File: src/rtl/rxq_pkg.sv
// Package: shared entry type for the tagged receive FIFO.
// Assumes tag bit 0 = end of frame, 1 = CRC error, 2 = overrun.
package rxq_pkg;
    localparam int TAG_W  = 3;
    localparam int DATA_W = 8;

    typedef struct packed {
        logic [TAG_W-1:0]  tags;   // entry bits 10..8
        logic [DATA_W-1:0] data;   // entry bits 7..0
    } rxq_entry_t;
endpackage

File: src/rtl/rxq_store.sv
// Module: rxq_store
// Circular storage with read/write pointers, occupancy, full/empty and
// a sticky overflow flag. It exposes the oldest WIN entries for the
// window check.
// Assumes DEPTH is a power of two and WIN <= DEPTH.
module rxq_store
    import rxq_pkg::*;
#(
    parameter int DEPTH = 16,
    parameter int WIN   = 4,
    localparam int PTR_W = $clog2(DEPTH),
    localparam int CNT_W = $clog2(DEPTH + 1)
) (
    input  logic                  clk,
    input  logic                  rst_n,
    input  logic                  push_valid,
    input  rxq_entry_t            push_entry,
    input  logic                  pop_req,
    output rxq_entry_t [WIN-1:0]  win_q,
    output logic [CNT_W-1:0]      level,
    output logic                  full,
    output logic                  empty,
    output logic                  overflow
);
    rxq_entry_t        mem [DEPTH];
    logic [PTR_W-1:0]  rd_ptr;
    logic [PTR_W-1:0]  wr_ptr;
    logic              do_pop;
    logic              do_push;

    assign empty   = (level == '0);
    assign full    = (level == CNT_W'(DEPTH));
    assign do_pop  = pop_req && !empty;
    assign do_push = push_valid && (!full || do_pop);

    // Write the incoming entry at the write pointer.
    always_ff @(posedge clk) begin
        if (do_push) begin
            mem[wr_ptr] <= push_entry;
        end
    end

    // Advance the pointers and the occupancy count.
    always_ff @(posedge clk) begin
        if (!rst_n) begin
            rd_ptr <= '0;
            wr_ptr <= '0;
            level  <= '0;
        end else begin
            if (do_push) wr_ptr <= wr_ptr + PTR_W'(1);
            if (do_pop)  rd_ptr <= rd_ptr + PTR_W'(1);
            case ({do_push, do_pop})
                2'b10:   level <= level + CNT_W'(1);
                2'b01:   level <= level - CNT_W'(1);
                default: level <= level;
            endcase
        end
    end

    // Latch a dropped push into the sticky overflow flag.
    always_ff @(posedge clk) begin
        if (!rst_n) begin
            overflow <= 1'b0;
        end else if (push_valid && full && !do_pop) begin
            overflow <= 1'b1;
        end
    end

    // Present the oldest WIN slots, oldest at index 0.
    for (genvar i = 0; i < WIN; i++) begin : g_win
        assign win_q[i] = mem[rd_ptr + PTR_W'(i)];
    end
endmodule

File: src/rtl/rxq_window.sv
// Module: rxq_window
// Raises eif when any valid slot among the oldest WIN carries a tag.
// Assumes win_q[0] is the oldest entry; slots at or past level are ignored.
module rxq_window
    import rxq_pkg::*;
#(
    parameter int WIN   = 4,
    parameter int CNT_W = 5
) (
    input  rxq_entry_t [WIN-1:0] win_q,
    input  logic [CNT_W-1:0]     level,
    output logic                 eif
);
    logic [WIN-1:0] slot_hit;

    // Flag each slot that is valid and tagged.
    for (genvar i = 0; i < WIN; i++) begin : g_slot
        assign slot_hit[i] = (CNT_W'(i) < level) && (|win_q[i].tags);
    end

    assign eif = |slot_hit;
endmodule

File: src/rtl/rxq_req.sv
// Module: rxq_req
// Builds the interrupt and the level-based DMA request, gated by eif.
// Assumes level and eif reflect the current stored contents.
module rxq_req #(
    parameter int DMA_LEVEL = 8,
    parameter int CNT_W     = 5
) (
    input  logic [CNT_W-1:0] level,
    input  logic             eif,
    output logic             irq,
    output logic             dma_req
);
    // Interrupt follows eif; DMA needs enough data and no tag in the window.
    always_comb begin
        irq     = eif;
        dma_req = (level >= CNT_W'(DMA_LEVEL)) && !eif;
    end
endmodule

File: src/rtl/tagged_rx_fifo.sv
// Module: tagged_rx_fifo (top)
// Receive FIFO of byte+tag entries. It shows the oldest entry's tags as
// flags, checks the oldest WIN entries for tags, and gates DMA with that check.
// Assumes DEPTH is a power of two, WIN <= DEPTH, DMA_LEVEL <= DEPTH.
module tagged_rx_fifo
    import rxq_pkg::*;
#(
    parameter int DEPTH     = 16,
    parameter int WIN       = 4,
    parameter int DMA_LEVEL = 8,
    localparam int CNT_W    = $clog2(DEPTH + 1)
) (
    input  logic             clk,
    input  logic             rst_n,
    input  logic             push_valid,
    input  logic [7:0]       push_byte,
    input  logic [2:0]       push_tags,
    input  logic             pop_req,
    output logic [7:0]       pop_byte,
    output logic             flag_eof,
    output logic             flag_crc,
    output logic             flag_ovr,
    output logic             eif,
    output logic             irq,
    output logic             dma_req,
    output logic             full,
    output logic             empty,
    output logic [CNT_W-1:0] level,
    output logic             overflow
);
    rxq_entry_t           push_entry;
    rxq_entry_t [WIN-1:0] win_q;
    rxq_entry_t           bottom;

    assign push_entry.tags = push_tags;
    assign push_entry.data = push_byte;

    rxq_store #(.DEPTH(DEPTH), .WIN(WIN)) u_store (
        .clk        (clk),
        .rst_n      (rst_n),
        .push_valid (push_valid),
        .push_entry (push_entry),
        .pop_req    (pop_req),
        .win_q      (win_q),
        .level      (level),
        .full       (full),
        .empty      (empty),
        .overflow   (overflow)
    );

    rxq_window #(.WIN(WIN), .CNT_W(CNT_W)) u_window (
        .win_q (win_q),
        .level (level),
        .eif   (eif)
    );

    rxq_req #(.DMA_LEVEL(DMA_LEVEL), .CNT_W(CNT_W)) u_req (
        .level   (level),
        .eif     (eif),
        .irq     (irq),
        .dma_req (dma_req)
    );

    // Oldest entry, forced to zero while empty.
    always_comb begin
        bottom   = empty ? '0 : win_q[0];
        pop_byte = bottom.data;
        flag_eof = bottom.tags[0];
        flag_crc = bottom.tags[1];
        flag_ovr = bottom.tags[2];
    end
endmodule


File: config.mk
export PLATFORM = sky130hd
export DESIGN_NAME = tagged_rx_fifo
export DESIGN_NICKNAME = d
export VERILOG_FILES = /design/src/rtl/rxq_pkg.sv /design/src/rtl/rxq_store.sv /design/src/rtl/rxq_window.sv /design/src/rtl/rxq_req.sv /design/src/rtl/tagged_rx_fifo.sv
export SDC_FILE = /design/constraint.sdc
export NUM_CORES = 1
export LEC_CHECK = 0
export BUFFER_PORTS_ARGS = -buffer_cell sky130_fd_sc_hd__clkbuf_2
export CORE_MARGIN = 5
export CORE_UTILIZATION = 55
export DETAILED_ROUTE_END_ITERATION = 8
export GPL_TIMING_DRIVEN = 0
export HOLD_SLACK_MARGIN = 0.1
export PLACE_DENSITY = 0.75
export SYNTH_ARGS = -nofsm -noshare
export SYNTH_HDL_FRONTEND = slang
export SYNTH_SLANG_ARGS = --single-unit
File: constraint.sdc
create_clock -name clk -period 2.3 [get_ports clk]
set_clock_uncertainty 0.05 [all_clocks]
set_input_delay 0.115 -clock clk [delete_from_list [all_inputs] [get_ports clk]]
set_output_delay 0.115 -clock clk [all_outputs]
set_load 0.01 [all_outputs]
== After elaboration in Yosys (flattened, before gate mapping) ==
Memory sizes are Yosys's and may differ from the RTL's. A register that Yosys moved wholly into a read port is not among the register bits.
Index checks and enable logic that the tools add are counted.
Widths: inputs -> output; s select.

* Flip-flop bits (word level): 14
* RAM bits: 176
* Input port bits: 15
* Output and inout port bits: 22
* Logic and storage cells: 46
* Memories: 1

{| class="wikitable"
|+ Memory list
! memory !! words !! bits a word !! read ports !! clocked after Yosys merged registers in !! write ports !! RTL line !! text
|-
| u_store.mem || 16 || 11 || 4 || 1 || 1 || rxq_store.sv:25 || <nowiki>rxq_entry_t mem [DEPTH];</nowiki>
|}

* Add/subtract/negate cells: 6
* $lt $le $gt $ge: 5
* Equal/unequal tests: 3
* Mux-type cells: 6
* Reduce and logical (&&, ||, !) cells: 21

{| class="wikitable"
|+ Operators with widths
! cell !! number
|-
| $reduce_or 3->1 || 4
|-
| $mux 11 || 1
|-
| $lt 1x5->1 const A || 2
|-
| $lt 2x5->1 const A || 2
|-
| $pmux 5 s2 || 1
|-
| $logic_and 1x1->1 || 9
|-
| $add 4x1->4 const B || 2
|-
| $add 4x2->4 const B || 2
|-
| $mux 4 || 2
|-
| $add 5x1->5 const B || 1
|-
| $eq 5x5->1 const B || 1
|-
| $ge 5x4->1 const B || 1
|-
| $logic_not 5->1 || 1
|-
| $sub 5x1->5 const B || 1
|-
| $logic_not 1->1 || 4
|-
| $reduce_or 4->1 || 1
|-
| $eq 2x1->1 const B || 1
|-
| $eq 2x2->1 const B || 1
|-
| $mux 1 || 2
|-
| $reduce_bool 2->1 || 1
|-
| $logic_or 1x1->1 || 1
|}

== Longest topological paths before layout ==
* Word-level depth: 7
* Depth in mapped cells: 12
* Mapped depth without buffers: 11

== Hierarchy ==
A second synthesis with hierarchy kept.

* Cell total of the unflattened synthesis: 712
* Area, all modules: 11788.8 um2

{| class="wikitable"
|+ Modules (own cells, without submodules)
! module !! instances !! cells each !! area each (um2) !! seq. area each (um2)
|-
| rxq_store || 1 || 690 || 11594.9 || 5645.4
|-
| tagged_rx_fifo || 1 || 12 || 117.6 || 0.0
|-
| rxq_window || 1 || 8 || 58.8 || 0.0
|-
| rxq_req || 1 || 2 || 17.5 || 0.0
|}

== Worst setup path before layout ==
Ideal clock, no wire load.

* Path type: register to register
* Start point: register u_store.level[0]
* End point: memory u_store.mem[3][0] (netlist name), enable pin
* Setup time: 0.393 ns
* Arrival: 2.240 ns
* Required time: 1.857 ns
* Setup slack: -0.383 ns
* Stages on the path, launching flop included: 8
* Path buffers: 1
* Clock period less this slack: 2.683 ns
* Path through: dfxtp_1 -> inv_1 -> ha_1 -> nand4bb_1 -> o21a_1 -> clkbuf_1 -> nand2_1 -> nor3_1

* Cells in the longest elaborated chain, start to end: 7
* Elaborated cells between the ends (all ways): 9
* Classes of those cells: eq/ne: 1; mux: 2; reduce/logical: 6

{| class="wikitable"
|+ Ends and longest elaborated chain
! item !! RTL line !! text
|-
| from (decl) || rxq_store.sv:20 || <nowiki>output logic [CNT_W-1:0] level,</nowiki>
|-
| from (signal assigned) || rxq_store.sv:53 || <nowiki>2'b10: level <= level + CNT_W'(1);</nowiki>
|-
| from (signal assigned) || rxq_store.sv:54 || <nowiki>2'b01: level <= level - CNT_W'(1);</nowiki>
|-
| from (signal assigned) || rxq_store.sv:55 || <nowiki>default: level <= level;</nowiki>
|-
| $logic_not 5->1 || rxq_store.sv:31 || <nowiki>assign empty = (level == '0);</nowiki>
|-
| $logic_not 1->1 || rxq_store.sv:33 || <nowiki>assign do_pop = pop_req && !empty;</nowiki>
|-
| $logic_and 1x1->1 || rxq_store.sv:33 ||
|-
| $logic_or 1x1->1 (*) || rxq_store.sv:34 || <nowiki>assign do_push = push_valid && (!full || do_pop);</nowiki>
|-
| $logic_and 1x1->1 (*) || rxq_store.sv:34 ||
|-
| $mux 1 (*) || rxq_store.sv:38 || <nowiki>if (do_push) begin</nowiki>
|-
| $mux 1 (implied by the code) (*) || rxq_store.sv:39 || <nowiki>mem[wr_ptr] <= push_entry;</nowiki>
|-
| to (decl) || rxq_store.sv:25 ||
|}

Every way passes the cells marked *; elsewhere a longest branch is shown, timed or not.

==> impl_metrics.csv <==
group,metric,value,unit
clocking,cts_sinks,194,
worst_setup_path,r2r-start,"u_store.level[1]",
synthesis,yosys-top-cells-area,"edfxtp_1, mux4_2, dfxtp_1, mux4_1, ha_1",
die,die_y,133.0,um
worst_setup_path,critPathCaptureType,"primary output",
sta,tns,-6.218,ns
synthesis,synth_most_common_cell,"edfxtp_1",
worst_setup_path,cp_top_family,"multiplexers",
synthesis,synth.distinct_cells,46,
sta,final_max_slew_viol_count,0,
die,die_w,133.0,um
clocking,cts_buffers,17,
die,placement_rows,45,
synthesis,synthXorXnorAreaFrac,1.579,%
sta,finalCriticalPeriod,3.055,ns
detailed_routing,post_drt_via_cell_ratio,6.267,
outcome,status,"finished with violations",
sta,layout_setup_ws,-0.7546,ns
clocking,root_buffer,"clkbuf_16",
worst_setup_path,start_kind,"flop",
die,initial_core_util,55.35,%
worst_setup_path,crit_top_cell,"mux4_2",
grt,antenna_found_initial,0,
die,core_area,15030,sq um
sta,tightest_slew,0.8254,ns
synthesis,synth_fa_ha_area_share,1.955,%
synthesis,yosys_warnings,0,
detailed_routing,drt_iter0_drc,607,
synthesis,syn_inst,447,
detailed_routing,drt.antenna.violating_nets,0,
worst_setup_path,critical_path_buf_inv_count,3,
detailed_routing,vias,4725,
finish,drive_gt1_share,41.52,%
finish,n_antenna_cell,0,
grt,track_usage,23.01,%
die,fp.dieArea,17690,sq um
synthesis,synth_top_family_by_area,"multiplexers",
sta,fmax,0.3274,GHz
clocking,clock_latency,0.44,ns
synthesis,synth_compound_gate_area_share,2.060,%
die,io_pins,37,
finish,design_area,10450,sq um
finish,area_delta_synth_final,25.64,%
worst_setup_path,cp_max_fo,4,
clocking,htreeDepth,4,
detailed_routing,routedWlPerCell,25.56,um
power_and_ir_drop,irDropWorstVdd,853.8,uV
power_and_ir_drop,leakage,3.403,nW
worst_setup_path,required,2.13,ns
synthesis,seq_area_frac_synth,67.85,%
worst_setup_path,worst-r2r-setup-slack,0.09,ns
worst_setup_path,worst-setup-path-type,"flop to primary output",
place,place_hpwl,11.11,mm
sta,maxSlewHeadroom,44.97,%
grt,grt_pass1_vias,4815,
synthesis,synth_fp_nets,475,
place,port_buffers,36,
clocking,clock_path_buffers,2,
synthesis,syn_avg_cell_area,18.61,sq um
detailed_routing,wl,19.27,mm
synthesis,yosys.area.top_type_share,63.52,%
sta,setup_violations,14,
power_and_ir_drop,fin_total_pwr,10.91,mW
synthesis,muxShareOfSynthArea,18.30,%
synthesis,async_flop_share,0,%
grt,grt_pass1_wl,29.51,mm
synthesis,ys.flop_type,"edfxtp_1",
place,gp_congestion,0.8535,
clocking,clk_pin_slew,0.08,ns
grt,grt_start_max_net_pins,20,
place,dpl_cell_area,8807,sq um
finish,layoutNonFillerInstCount,754,
synthesis,syn_area,8320,sq um
job,max-cap-violations,0,
grt,grt-ovfl-total,0,
worst_setup_path,critPathSlowestCell,"mux4_2",
worst_setup_path,cp.arrival,2.89,ns
worst_setup_path,slowest_delay,0.52,ns
finish,final_nets,581,
detailed_routing,first_pass_iters,5,
min_path,hold_path_class,"input pin to flop",
outcome,violations,"negative setup slack",
sta,hold_violations,0,
synthesis,yosys.area_share.simple,6.466,%
power_and_ir_drop,p_per_area,1044,nW/um^2
synthesis,synth_edf_count,176,
synthesis,synth_seq_cells,194,
clocking,cts_tree,"done",
sta,period_share,132.8,%
finish,nFillCells,893,
synthesis,netlist_top_cells_count,"edfxtp_1, mux4_2, dfxtp_1",
detailed_routing,drc,0,
min_path,min-delay-start,"push_tags[1]",
synthesis,synth_area_leader_cell,"edfxtp_1",
worst_setup_path,path_cells,"buf_8 > buf_12 > mux4_2 > mux4_2 > nor3_4 > o21ai_1 > and4b_1 > clkbuf_2",
sta,grt_setup_unrepaired,"yes",
place,dpl.cell_count,671,
-- routing by layer --
metal / wire length, um / share of wire, % / GRT usage [%]
met5: 0 / 0 / 0
met2: 9964 / 52 / 37.73
met1: 7534 / 39 / 31.52
met4: 239 / 1.2 / 6.467
met3: 1536 / 8.0 / 5.057
-- logic make-up after synthesis --
kind of cell / Yosys count
buf+inv: 32
xor+xnor: 15
flops: 194
fa+ha+maj: 13
simple gates: 100
compound gates: 24
mux: 69
-- sequential cells by signal (all words and copies together), names as in the netlist, named ones only --
signal,flops
u_store.mem,176
u_store.rd_ptr,4
u_store.level,5
u_store.wr_ptr,4
u_store.overflow,1
-- layout by cell type (no fill, tap or decap), types with 4 or more instances in the layout --
cell / count
nor2b_1: 7
nor2b_4: 10
dfxtp_1: 12
nor3_4: 5
nor4_1: 5
nor3_1: 10
buf_6: 15
xnor2_1: 8
buf_12: 18
nor2_1: 5
mux2i_1: 4
dlygate4sd3_1: 12
nand2_1: 12
buf_4: 22
inv_8: 5
or3_1: 9
nor2_4: 12
edfxtp_1: 176
clkbuf_2: 28
nand2_2: 4
ha_1: 11
clkbuf_16: 18
and2_1: 10
xor2_1: 5
clkbuf_1: 6
inv_1: 6
mux4_2: 64
-- worst paths after layout --
path | end | depth (start not counted)
worst max-delay path | dma_req | 8
worst min-delay path | u_store.mem[1][9] | 1
worst max register to register | u_store.level[3] | 12
worst min register to register | u_store.wr_ptr[1] | 2
-- stage by stage --
| stage | util (%) | hold WS (ns) | setup slack (ns) |
|---|---|---|---|
| 2_1_floorplan | - | 0.1639 | 0.002251 |
| 3_3_place_gp | 58.59 | 0.3311 | -0.7726 |
| 3_5_place_dp | 58.59 | 0.3680 | -0.8150 |
| 4_1_cts | 67.99 | 0.1013 | -0.7218 |
| 5_1_grt | 69.54 | 0.1071 | -0.7960 |
| 6_report | 69.54 | 0.1270 | -0.7546 |
-- repair_timing --
action	in CTS	in global routing
endpoints found under the hold margin	151	0
pin swaps	17	3
gates cloned	2	0
gates resized for setup	81	55
buffers inserted	34	8
hold buffers	12	0
endpoints found under the setup margin	196	101
-- power breakdown --
| part | internal, mW | total [mW] | switching, mW | leakage (nW) |
|---|---|---|---|---|
| logic | 2.19 | 3.98 | 1.79 | 1.39 |
| registers | 3.97 | 4.08 | 0.112 | 1.74 |
| clock network | 1.44 | 2.85 | 1.41 | 0.274 |
-- area by class of cell --
cell class	count	area (sq um)	share of cell area, %
sequential	194	5660	54.15
multi-input combinational	221	2809	26.87
timing repair buffer	89	895.9	8.570
clock buffer	18	429.2	4.105
buffer	22	249.0	2.382
tap	188	235.2	2.250
clock inverter	14	142.6	1.364
inverter	8	32.53	0.3112
No activity file was read; power rests on OpenSTA's default activity.
